<file path="config.mk">
export PLATFORM = sky130hd
export DESIGN_NAME = tmr_host_if
export DESIGN_NICKNAME = d
export VERILOG_FILES = /design/src/rtl/tmr_pkg.sv /design/src/rtl/tmr_strobe_sync.sv /design/src/rtl/tmr_chan_regs.sv /design/src/rtl/tmr_host_if.sv
export SDC_FILE = /design/constraint.sdc
export NUM_CORES = 1
export LEC_CHECK = 0
export BUFFER_PORTS_ARGS = -buffer_cell sky130_fd_sc_hd__buf_2
export CELL_PAD_IN_SITES_DETAIL_PLACEMENT = 0
export CELL_PAD_IN_SITES_GLOBAL_PLACEMENT = 2
export CORE_ASPECT_RATIO = 1.1
export CORE_MARGIN = 3
export CORE_UTILIZATION = 30
export CTS_CLUSTER_DIAMETER = 40
export DETAILED_ROUTE_END_ITERATION = 12
export PLACE_DENSITY_LB_ADDON = 0.1
export SLEW_MARGIN = 30
export SYNTH_ARGS = -nofsm -noshare
export SYNTH_HDL_FRONTEND = slang
export SYNTH_SLANG_ARGS = --single-unit
</file>
<file path="constraint.sdc">
create_clock -name clk -period 1.9 [get_ports clk]
set_input_delay 0.19 -clock clk [delete_from_list [all_inputs] [get_ports clk]]
set_output_delay 0.19 -clock clk [all_outputs]
set_load 0.02 [all_outputs]
</file>
<file path="src/rtl/tmr_pkg.sv">
package tmr_pkg;
  localparam int BYTE_W = 8;
  localparam int CTL_W  = 6;

  typedef enum logic [1:0] {
    FMT_FREEZE = 2'b00,
    FMT_LO     = 2'b01,
    FMT_HI     = 2'b10,
    FMT_WORD   = 2'b11
  } fmt_e;

  typedef struct packed {
    logic [1:0] fmt;
    logic [2:0] mode;
    logic       bcd;
  } ctl_t;

  localparam logic [CTL_W-1:0] CTL_RESET = 6'h30;
endpackage

</file>
<file path="src/rtl/tmr_strobe_sync.sv">
module tmr_strobe_sync (
  input  logic clk,
  input  logic rst,
  input  logic cs_n,
  input  logic rd_n,
  input  logic wr_n,
  output logic rd_done,
  output logic wr_done
);
  logic cs_q, rd_q, wr_q;

  always_ff @(posedge clk) begin
    if (rst) begin
      cs_q <= 1'b1;
      rd_q <= 1'b1;
      wr_q <= 1'b1;
    end else begin
      cs_q <= cs_n;
      rd_q <= rd_n;
      wr_q <= wr_n;
    end
  end

  // a transfer completes when the strobe returns high while selected
  assign rd_done = rd_n & ~rd_q & ~cs_q;
  assign wr_done = wr_n & ~wr_q & ~cs_q;

  // no transfer completes when chip select was high at the previous edge
  assert_cs_gates_R1: assert property (@(posedge clk) disable iff (rst)
    $past(cs_n) |-> (!rd_done && !wr_done));
endmodule

</file>
<file path="src/rtl/tmr_chan_regs.sv">
module tmr_chan_regs
  import tmr_pkg::*;
#(
  parameter int DW = 8
) (
  input  logic              clk,
  input  logic              rst,
  input  logic              cw_wr,
  input  logic [CTL_W-1:0]  cw_bits,
  input  logic              cnt_wr,
  input  logic [DW-1:0]     wr_data,
  input  logic              lat_cnt,
  input  logic              lat_st,
  input  logic              rd_done,
  input  logic [2*DW-1:0]   live_cnt,
  input  logic              out_lvl,
  input  logic              load,
  output logic [DW-1:0]     rd_byte,
  output logic [2*DW-1:0]   cr,
  output logic [CTL_W-1:0]  mode,
  output logic              null_cnt,
  output logic              cr_wr
);
  localparam int CW = 2 * DW;

  ctl_t          ctl;
  fmt_e          fmt;
  logic          wr_hi, rd_hi;
  logic [CW-1:0] ol;
  logic          ol_held;
  logic [DW-1:0] st;
  logic          st_held;
  logic [CW-1:0] rd_val;

  assign fmt  = fmt_e'(ctl.fmt);
  assign mode = ctl;

  always_ff @(posedge clk) begin
    if (rst) begin
      ctl      <= ctl_t'(CTL_RESET);
      cr       <= '0;
      wr_hi    <= 1'b0;
      rd_hi    <= 1'b0;
      ol       <= '0;
      ol_held  <= 1'b0;
      st       <= '0;
      st_held  <= 1'b0;
      null_cnt <= 1'b0;
      cr_wr    <= 1'b0;
    end else begin
      cr_wr <= 1'b0;
      if (cw_wr) begin
        ctl      <= ctl_t'(cw_bits);
        cr       <= '0;
        wr_hi    <= 1'b0;
        rd_hi    <= 1'b0;
        ol_held  <= 1'b0;
        st_held  <= 1'b0;
        null_cnt <= 1'b1;
      end else begin
        if (load) null_cnt <= 1'b0;
        if (cnt_wr) begin
          unique case (fmt)
            FMT_LO: begin
              cr[DW-1:0] <= wr_data;
              null_cnt   <= 1'b1;
              cr_wr      <= 1'b1;
            end
            FMT_HI: begin
              cr[CW-1:DW] <= wr_data;
              null_cnt    <= 1'b1;
              cr_wr       <= 1'b1;
            end
            default: begin
              if (!wr_hi) begin
                cr[DW-1:0] <= wr_data;
                wr_hi      <= 1'b1;
              end else begin
                cr[CW-1:DW] <= wr_data;
                wr_hi       <= 1'b0;
                null_cnt    <= 1'b1;
                cr_wr       <= 1'b1;
              end
            end
          endcase
        end
        if (lat_cnt && !ol_held) begin
          ol      <= live_cnt;
          ol_held <= 1'b1;
        end
        if (lat_st && !st_held) begin
          st      <= {out_lvl, null_cnt, ctl};
          st_held <= 1'b1;
        end
        if (rd_done) begin
          if (st_held) begin
            st_held <= 1'b0;
          end else if (fmt == FMT_WORD && !rd_hi) begin
            rd_hi <= 1'b1;
          end else begin
            rd_hi   <= 1'b0;
            ol_held <= 1'b0;
          end
        end
      end
    end
  end

  always_comb begin
    rd_val = ol_held ? ol : live_cnt;
    if (st_held) begin
      rd_byte = st;
    end else begin
      unique case (fmt)
        FMT_HI:   rd_byte = rd_val[CW-1:DW];
        FMT_WORD: rd_byte = rd_hi ? rd_val[CW-1:DW] : rd_val[DW-1:0];
        default:  rd_byte = rd_val[DW-1:0];
      endcase
    end
  end

  // reprogramming clears the count and raises null count
  assert_cw_clears_R3: assert property (@(posedge clk) disable iff (rst)
    cw_wr |=> (cr == '0) && null_cnt && !ol_held && !st_held);

  // a held count snapshot survives until read or reprogrammed
  assert_snapshot_held_R5: assert property (@(posedge clk) disable iff (rst)
    (ol_held && !rd_done && !cw_wr) |=> (ol_held && $stable(ol)));

  // a repeated freeze does not overwrite the held snapshot
  assert_repeat_ignored_R6: assert property (@(posedge clk) disable iff (rst)
    (ol_held && lat_cnt && !rd_done && !cw_wr) |=> $stable(ol));

  // a read served from the status snapshot leaves the count path alone
  assert_status_first_R9: assert property (@(posedge clk) disable iff (rst)
    (st_held && rd_done && !cw_wr) |=> ($stable(ol_held) && $stable(rd_hi)));

  // a transfer into the engine clears null count when nothing sets it
  assert_null_clear_R10: assert property (@(posedge clk) disable iff (rst)
    (load && !cw_wr && !cnt_wr) |=> !null_cnt);
endmodule

</file>
<file path="src/rtl/tmr_host_if.sv">
module tmr_host_if
  import tmr_pkg::*;
#(
  parameter int NCH = 3,   // at most 3: the fourth address is the command register
  parameter int DW  = 8
) (
  input  logic                          clk,
  input  logic                          rst,
  input  logic                          bus_cs_n,
  input  logic                          bus_rd_n,
  input  logic                          bus_wr_n,
  input  logic [1:0]                    bus_addr,
  input  logic [DW-1:0]                 bus_din,
  output logic [DW-1:0]                 bus_dout,
  input  logic [NCH-1:0][2*DW-1:0]      ch_count,
  input  logic [NCH-1:0]                ch_out,
  input  logic [NCH-1:0]                ch_load,
  output logic [NCH-1:0][2*DW-1:0]      ch_cr,
  output logic [NCH-1:0][CTL_W-1:0]     ch_mode,
  output logic [NCH-1:0]                ch_null,
  output logic [NCH-1:0]                ch_cr_wr,
  output logic [NCH-1:0]                ch_cw_wr
);
  localparam logic [1:0] CMD_ADDR = 2'b11;
  localparam logic [1:0] RB_SEL   = 2'b11;

  logic                   rd_done, wr_done;
  logic                   cmd_wr, is_rb;
  logic [NCH-1:0]         cw_vec, lat_cnt, lat_st, cnt_wr, rd_vec;
  logic [NCH-1:0][DW-1:0] rd_bytes;
  logic [DW-1:0]          rd_sel;
  logic                   rd_hit;

  tmr_strobe_sync u_sync (
    .clk     (clk),
    .rst     (rst),
    .cs_n    (bus_cs_n),
    .rd_n    (bus_rd_n),
    .wr_n    (bus_wr_n),
    .rd_done (rd_done),
    .wr_done (wr_done)
  );

  assign cmd_wr = wr_done && (bus_addr == CMD_ADDR);
  assign is_rb  = (bus_din[7:6] == RB_SEL);

  for (genvar i = 0; i < NCH; i++) begin : g_ch
    logic named, freeze_cmd, rb_pick;
    assign named      = cmd_wr && !is_rb && (bus_din[7:6] == 2'(i));
    assign freeze_cmd = named && (bus_din[5:4] == FMT_FREEZE);
    assign rb_pick    = cmd_wr && is_rb && bus_din[i+1];
    assign cw_vec[i]  = named && (bus_din[5:4] != FMT_FREEZE);
    assign lat_cnt[i] = freeze_cmd || (rb_pick && !bus_din[5]);
    assign lat_st[i]  = rb_pick && !bus_din[4];
    assign cnt_wr[i]  = wr_done && (bus_addr == 2'(i));
    assign rd_vec[i]  = rd_done && (bus_addr == 2'(i));

    tmr_chan_regs #(.DW(DW)) u_chan (
      .clk      (clk),
      .rst      (rst),
      .cw_wr    (cw_vec[i]),
      .cw_bits  (bus_din[CTL_W-1:0]),
      .cnt_wr   (cnt_wr[i]),
      .wr_data  (bus_din),
      .lat_cnt  (lat_cnt[i]),
      .lat_st   (lat_st[i]),
      .rd_done  (rd_vec[i]),
      .live_cnt (ch_count[i]),
      .out_lvl  (ch_out[i]),
      .load     (ch_load[i]),
      .rd_byte  (rd_bytes[i]),
      .cr       (ch_cr[i]),
      .mode     (ch_mode[i]),
      .null_cnt (ch_null[i]),
      .cr_wr    (ch_cr_wr[i])
    );
  end

  always_comb begin
    rd_sel = '0;
    rd_hit = 1'b0;
    for (int i = 0; i < NCH; i++) begin
      if (bus_addr == 2'(i)) begin
        rd_sel = rd_bytes[i];
        rd_hit = 1'b1;
      end
    end
  end

  always_ff @(posedge clk) begin
    if (rst) begin
      bus_dout <= '0;
      ch_cw_wr <= '0;
    end else begin
      bus_dout <= (!bus_cs_n && !bus_rd_n && rd_hit) ? rd_sel : '0;
      ch_cw_wr <= cw_vec;
    end
  end

  // read data stays idle unless a read strobe was low at the previous edge
  assert_dout_idle_R12: assert property (@(posedge clk) disable iff (rst)
    $past(bus_rd_n) |-> (bus_dout == '0));

  // a command byte reprograms at most one channel
  assert_single_cw_R2: assert property (@(posedge clk) disable iff (rst)
    $onehot0(ch_cw_wr));
endmodule

</file>
# Word level (Yosys, flattened, before mapping)
# Cells that the tools add are included.
# word_totals
regBits,170
input_bits,69
out_inout_bits,83
elab_cells,256
# classes
n_eq_ne,18
n_mux,78
bitwise_logic,26
n_reduce_logical,90
# ops
op,n
$pmux W8 S2,9
$mux W8,15
$mux W1,51
$mux W16,3
$logic_and A1 B1 Y1,38
$reduce_and A2 Y1,12
$not A1 Y1,22
$eq A2 B2 Y1 const B,10
$reduce_and A3 Y1,6
$logic_not A1 Y1,14
$reduce_or A2 Y1,7
$eq A2 B1 Y1 const B,5
$reduce_or A3 Y1,3
$reduce_bool A2 Y1,4
$logic_not A2 Y1,3
$ne A2 B2 Y1 const B,3
$and A1 B1 Y1,4
$logic_or A1 B1 Y1,3

# Depth between registers and ports, before layout
# logic_depth
depth_word,13
ltp_mapped,7
depth_no_buf,6

# Hierarchy
# Synthesis repeated with hierarchy kept, for this count alone.
# hier_totals
cells_unflattened,890
hier_area_um2,8013.9
# modules_own_cells
mod,n_inst,cells_each,area_per_inst_um2,seq_area_each_um2
tmr_chan_regs,3,271,2406.1,1041.0
tmr_host_if,1,69,701.9,220.2
tmr_strobe_sync,1,8,93.8,60.1

# Worst setup path after synthesis
# Ideal clock, no wire load.
# synth_path
kind,reg2reg
startpoint,register u_sync.wr_q
endpoint,register g_ch[1].u_chan.cr[7]
arrival_ps,1811
slack_ps,-37
stages_incl_launch_ff,6
path_buffers,1
cell_sequence,dfxtp_1 -> or3b_4 -> buf_6 -> a2111oi_4 -> mux2i_1 -> nor2_2
# synth_between
elab_chain_cells,8
# synth_rtl
element,line_no,source
from (decl),tmr_strobe_sync.sv:10,"logic cs_q, rd_q, wr_q;"
from (signal assigned),tmr_strobe_sync.sv:20,wr_q <= wr_n;
$not A1 Y1 (*),tmr_strobe_sync.sv:26,assign wr_done = wr_n & ~wr_q & ~cs_q;
$and A1 B1 Y1 (*) (2 in series),tmr_strobe_sync.sv:26,
$logic_and A1 B1 Y1,tmr_host_if.sv:44,assign cmd_wr = wr_done && (bus_addr == CMD_ADDR);
$logic_and A1 B1 Y1 (2 in series),tmr_host_if.sv:49,assign named = cmd_wr && !is_rb && (bus_din[7:6] == 2'(i));
$logic_and A1 B1 Y1,tmr_host_if.sv:52,assign cw_vec[i] = named && (bus_din[5:4] != FMT_FREEZE);
$reduce_or A2 Y1 (no source line),n/a,
"to (signal, indexed assignment)",tmr_chan_regs.sv:70,cr[CW-1:DW] <= wr_data;
"to (signal, indexed assignment)",tmr_chan_regs.sv:76,cr[DW-1:0] <= wr_data;
"to (signal, indexed assignment)",tmr_chan_regs.sv:79,cr[CW-1:DW] <= wr_data;
to (decl),tmr_chan_regs.sv:19,"output logic [2*DW-1:0] cr,"
# Mark *: on every way between the ends. The rest lies on a longest branch, timed or not.
# A chain may end at the register's enable or synchronous reset.

# Worst setup path after layout
# layout_path
startpoint,register u_sync.cs_q
endpoint,register g_ch[1].u_chan.cr[15]
# layout_between
elab_chain_cells,7
# layout_rtl
element,line_no,source
from (decl),tmr_strobe_sync.sv:10,
from (signal assigned),tmr_strobe_sync.sv:18,cs_q <= cs_n;
$not A1 Y1 (*),tmr_strobe_sync.sv:26,
$and A1 B1 Y1 (*),tmr_strobe_sync.sv:26,
$logic_and A1 B1 Y1,tmr_host_if.sv:44,
$logic_and A1 B1 Y1 (2 in series),tmr_host_if.sv:49,
$logic_and A1 B1 Y1,tmr_host_if.sv:52,
$reduce_or A2 Y1 (no source line),n/a,
# Marks and branches as above.

==> flow_summary.yaml <==
floorplan:
  fp.coreArea_mm2: 0.0254
  start_util_pct: 30.7
  fp.dieH_um: 175
  dieWidth_um: 160
  die_area_mm2: 0.0280
  io_pins: 152
  num_rows: 61
timing:
  slew_violations: 0
  grt_setup_unrepaired: "yes"
  holdWs_ns: 0.0113
  fin_crit_ns: 1.81
  tightest_slew_ns: 0.605
  fin_skew_ns: 0.0138
  timing.fmax_ghz: 0.552
  finalCritPeriodShare_pct: 95.4
  finalHoldViolCount: 0
  fin_ws_ns: 0.0874
  setup_viol: 0
  relSlewSlack_pct: 59.6
yosys:
  synth_seq_area_share_pct: 43.6
  ys_async_sr_fraction_pct: 0
  synthDistinctLibCells: 48
  ys.flop_type: "dfxtp_1"
  ys_ff_latch: 170
  syn_area_mm2: 0.00780
  synth_top_area_share_pct: 43.6
  yosysWarnings: 0
  synth_area_leader_cell: "dfxtp_1"
  synth_enable_flop_cells: 0
  avgSynthCellArea_um2: 9.22
  synthCells: 846
  synth_area_leaders: "dfxtp_1 44%, mux2i_1 13%, a21oi_1 5.3%"
  syn_nets: 924
job:
  maxCapViolations: 0
worst_setup_path:
  r2r-end: "g_ch[1].u_chan.cr[15]$_SDFFE_PP0P_"
  cp-start-kind: "register"
  path_class: "register to register"
  required_ns: 2.23
  crit_fanout: 17
  endpoint: "g_ch[1].u_chan.cr[15]$_SDFFE_PP0P_"
  max_stage_delay_ns: 0.49
  cp_cell_sequence: "or3b_4, nor4_4, buf_4, or2_2, buf_12, nor2_1"
  worstSetupEndpointType: "register"
  cp.arrival_ns: 2.14
  rrSetupSlack_ns: 0.09
  r2r_cells: 6
  startpoint: "u_sync.cs_q$_SDFF_PP1_"
  r2r-start: "u_sync.cs_q$_SDFF_PP1_"
  slowest_stage: "or3b_4"
pwr:
  power_leakage_nw: 3.61
  vdd_drop_max_uv: 523
  power_density_mw_per_mm2: 772
worst_hold_path:
  hold_path.class: "primary input to register"
  min_from: "ch_count[11]"
final_layout:
  regArea_mm2: 0.00341
  post-route-util_pct: 39.2
  multi_input_area_mm2: 0.00402
  nNetsFinal: 1080
  final_cell_mix: "168 x dfxtp_1, 151 x buf_2, 103 x mux2i_1, 83 x a21oi_1, 53 x nor2_1"
  antennaDiodeCount: 0
  drive_gt1_share_pct: 27.4
  syn_to_final_growth_pct: 27.7
  layout_commonest_cell: "dfxtp_1"
  fill_cells: 2650
  final_area_mm2: 0.00996
global_routing:
  antenna_found_initial: 1
  grt_pass1_wl_mm: 40.9
  grt_overflow: 0
  track_usage_pct: 18.7
  grt_max_degree: 75
  grt_pass1_vias: 6638
place:
  gp_congestion: 0.732
  port_buffers: 151
  dpl_cell_area_mm2: 0.00923
  dp_slack_ns: 0.0662
  dp_hpwl_mm: 18.7
cts:
  clk_pin_slew_worst_paths_ns: 0.07
  htree_levels: 4
  cts_buffers: 17
  clockRootBuffer: "clkbuf_16"
  clkLatencyLatePin_ns: 0.43
  cts_tree: "yes"
  cts_sinks: 170
  cts_buffer_depth: 2
detailed_routing:
  wire_per_inst_um: 19.4
  drt_pass1_iterations: 5
  vias: 6919
  dr.first_iter.drc_count: 326
  drc: 0
  vias_per_cell: 5.09
  ant_nets: 0
  routed_wl_mm: 26.4
outcome:
  status: "finished clean"
through the flow:
| stage | std cells | setup TNS [ns] | total power, mW |
|---|---|---|---|
| finish | 1360 | 0 | 7.69 |
| detailed placement | 1318 | 0 | 4.20 |
| CTS | 1358 | 0 | 7.79 |
| floorplan | 846 | 0 | 3.92 |
| global route | 1360 | -0.0599 | 7.98 |
| global placement | 1318 | 0 | 4.20 |
logic make-up after synthesis:
kind of cell               share of synthesized area [%]
adders and majority gates                           1.44
and+or+nand+nor                                     14.8
muxes                                               13.7
xor gates and xnor gates                           0.337
AOI/OAI and AO/OA                                   20.7
buffers and inverters                               5.36
DFF                                                 43.6
metal layers:
layer / up-vias / share of wire [%] / global-route usage [%]
met5: - / 0.049 / 0
li1: 3434 / - / -
met3: 18 / 5.0 / 4.36
met1: 3309 / 49 / 26.5
met4: 2 / 1.1 / 4.74
met2: 156 / 45 / 28.6
state kept, by name, indices dropped and copies added, names as in the netlist:
register and count:
g_ch.u_chan.mode 12, bus_dout 8, g_ch.u_chan.ol_held 3, g_ch.u_chan.fmt 6
u_sync.wr_q 1, g_ch.u_chan.st 24, g_ch.u_chan.cr 48, u_sync.rd_q 1
g_ch.u_chan.st_held 3, g_ch.u_chan.rd_hi 3, ch_cw_wr 3, g_ch.u_chan.wr_hi 3
g_ch.u_chan.cr_wr 3, g_ch.u_chan.ol 48, g_ch.u_chan.null_cnt 3, u_sync.cs_q 1
cell usage after synthesis, drive strengths merged (2+ instances only):
| cell | count |
|---|---|
| nand2 | 14 |
| a31oi | 9 |
| clkinv | 3 |
| or2 | 7 |
| xor2 | 3 |
| a2bb2oi | 4 |
| o31ai | 32 |
| nand4 | 33 |
| o211ai | 27 |
| o21ai | 48 |
| nand3 | 47 |
| nor4 | 8 |
| inv | 17 |
| a2111oi | 3 |
| a21o | 2 |
| a21oi | 83 |
| and2 | 3 |
| buf | 23 |
| mux2 | 3 |
| nor2 | 69 |
| nand2b | 6 |
| nor2b | 9 |
| nor3 | 10 |
| clkbuf | 56 |
| dfxtp | 170 |
| mux2i | 103 |
| ha | 9 |
| o21a | 3 |
| a22o | 8 |
| o221ai | 24 |
| or3b | 2 |
worst min path at each step:
stage | to | slack [ns] | depth (start not counted)
2_1_floorplan | u_sync.rd_q$_SDFF_PP1_ | 0.30 | 1
3_3_place_gp | u_sync.wr_q$_SDFF_PP1_ | 0.40 | 2
3_5_place_dp | u_sync.cs_q$_SDFF_PP1_ | 0.40 | 2
4_1_cts | g_ch[0].u_chan.ol[10]$_SDFFE_PP0P_ | 0.001 | 3
5_1_grt | g_ch[2].u_chan.ol[6]$_SDFFE_PP0P_ | 0.006 | 3
6_report | g_ch[0].u_chan.ol[11]$_SDFFE_PP0P_ | 0.01 | 3
report_power, final:
| part | switching [mW] | internal, mW |
|---|---|---|
| Clock | 1.54 | 2.02 |
| Combinational | 0.350 | 0.198 |
| Sequential | 0.00846 | 3.57 |
| Total | 1.90 | 5.79 |
area by class of cell:
type | count | area share (%)
multi-input combinational | 578 | 40.4
clock inverter | 12 | 1.38
timing repair buffer | 215 | 14.4
clock buffer | 19 | 4.55
inverter | 20 | 0.754
tap | 346 | 4.35
sequential | 170 | 34.2
what timing repair did:
action                                 4_1_cts  5_1_grt
gates resized for setup                      0        4
hold buffers                                 9        0
setup endpoints to repair                    0       57
setup buffers                                0        1
endpoints found under the hold margin        9        0
worst max-delay path, delay by kind of cell (launching register included):
family / cells / cell delay (ns)
DFF: 1 / 0.34
and+or+nand+nor: 4 / 0.99
buffers and inverters: 2 / 0.37
Note: power is estimated with default switching activity, not from simulation.
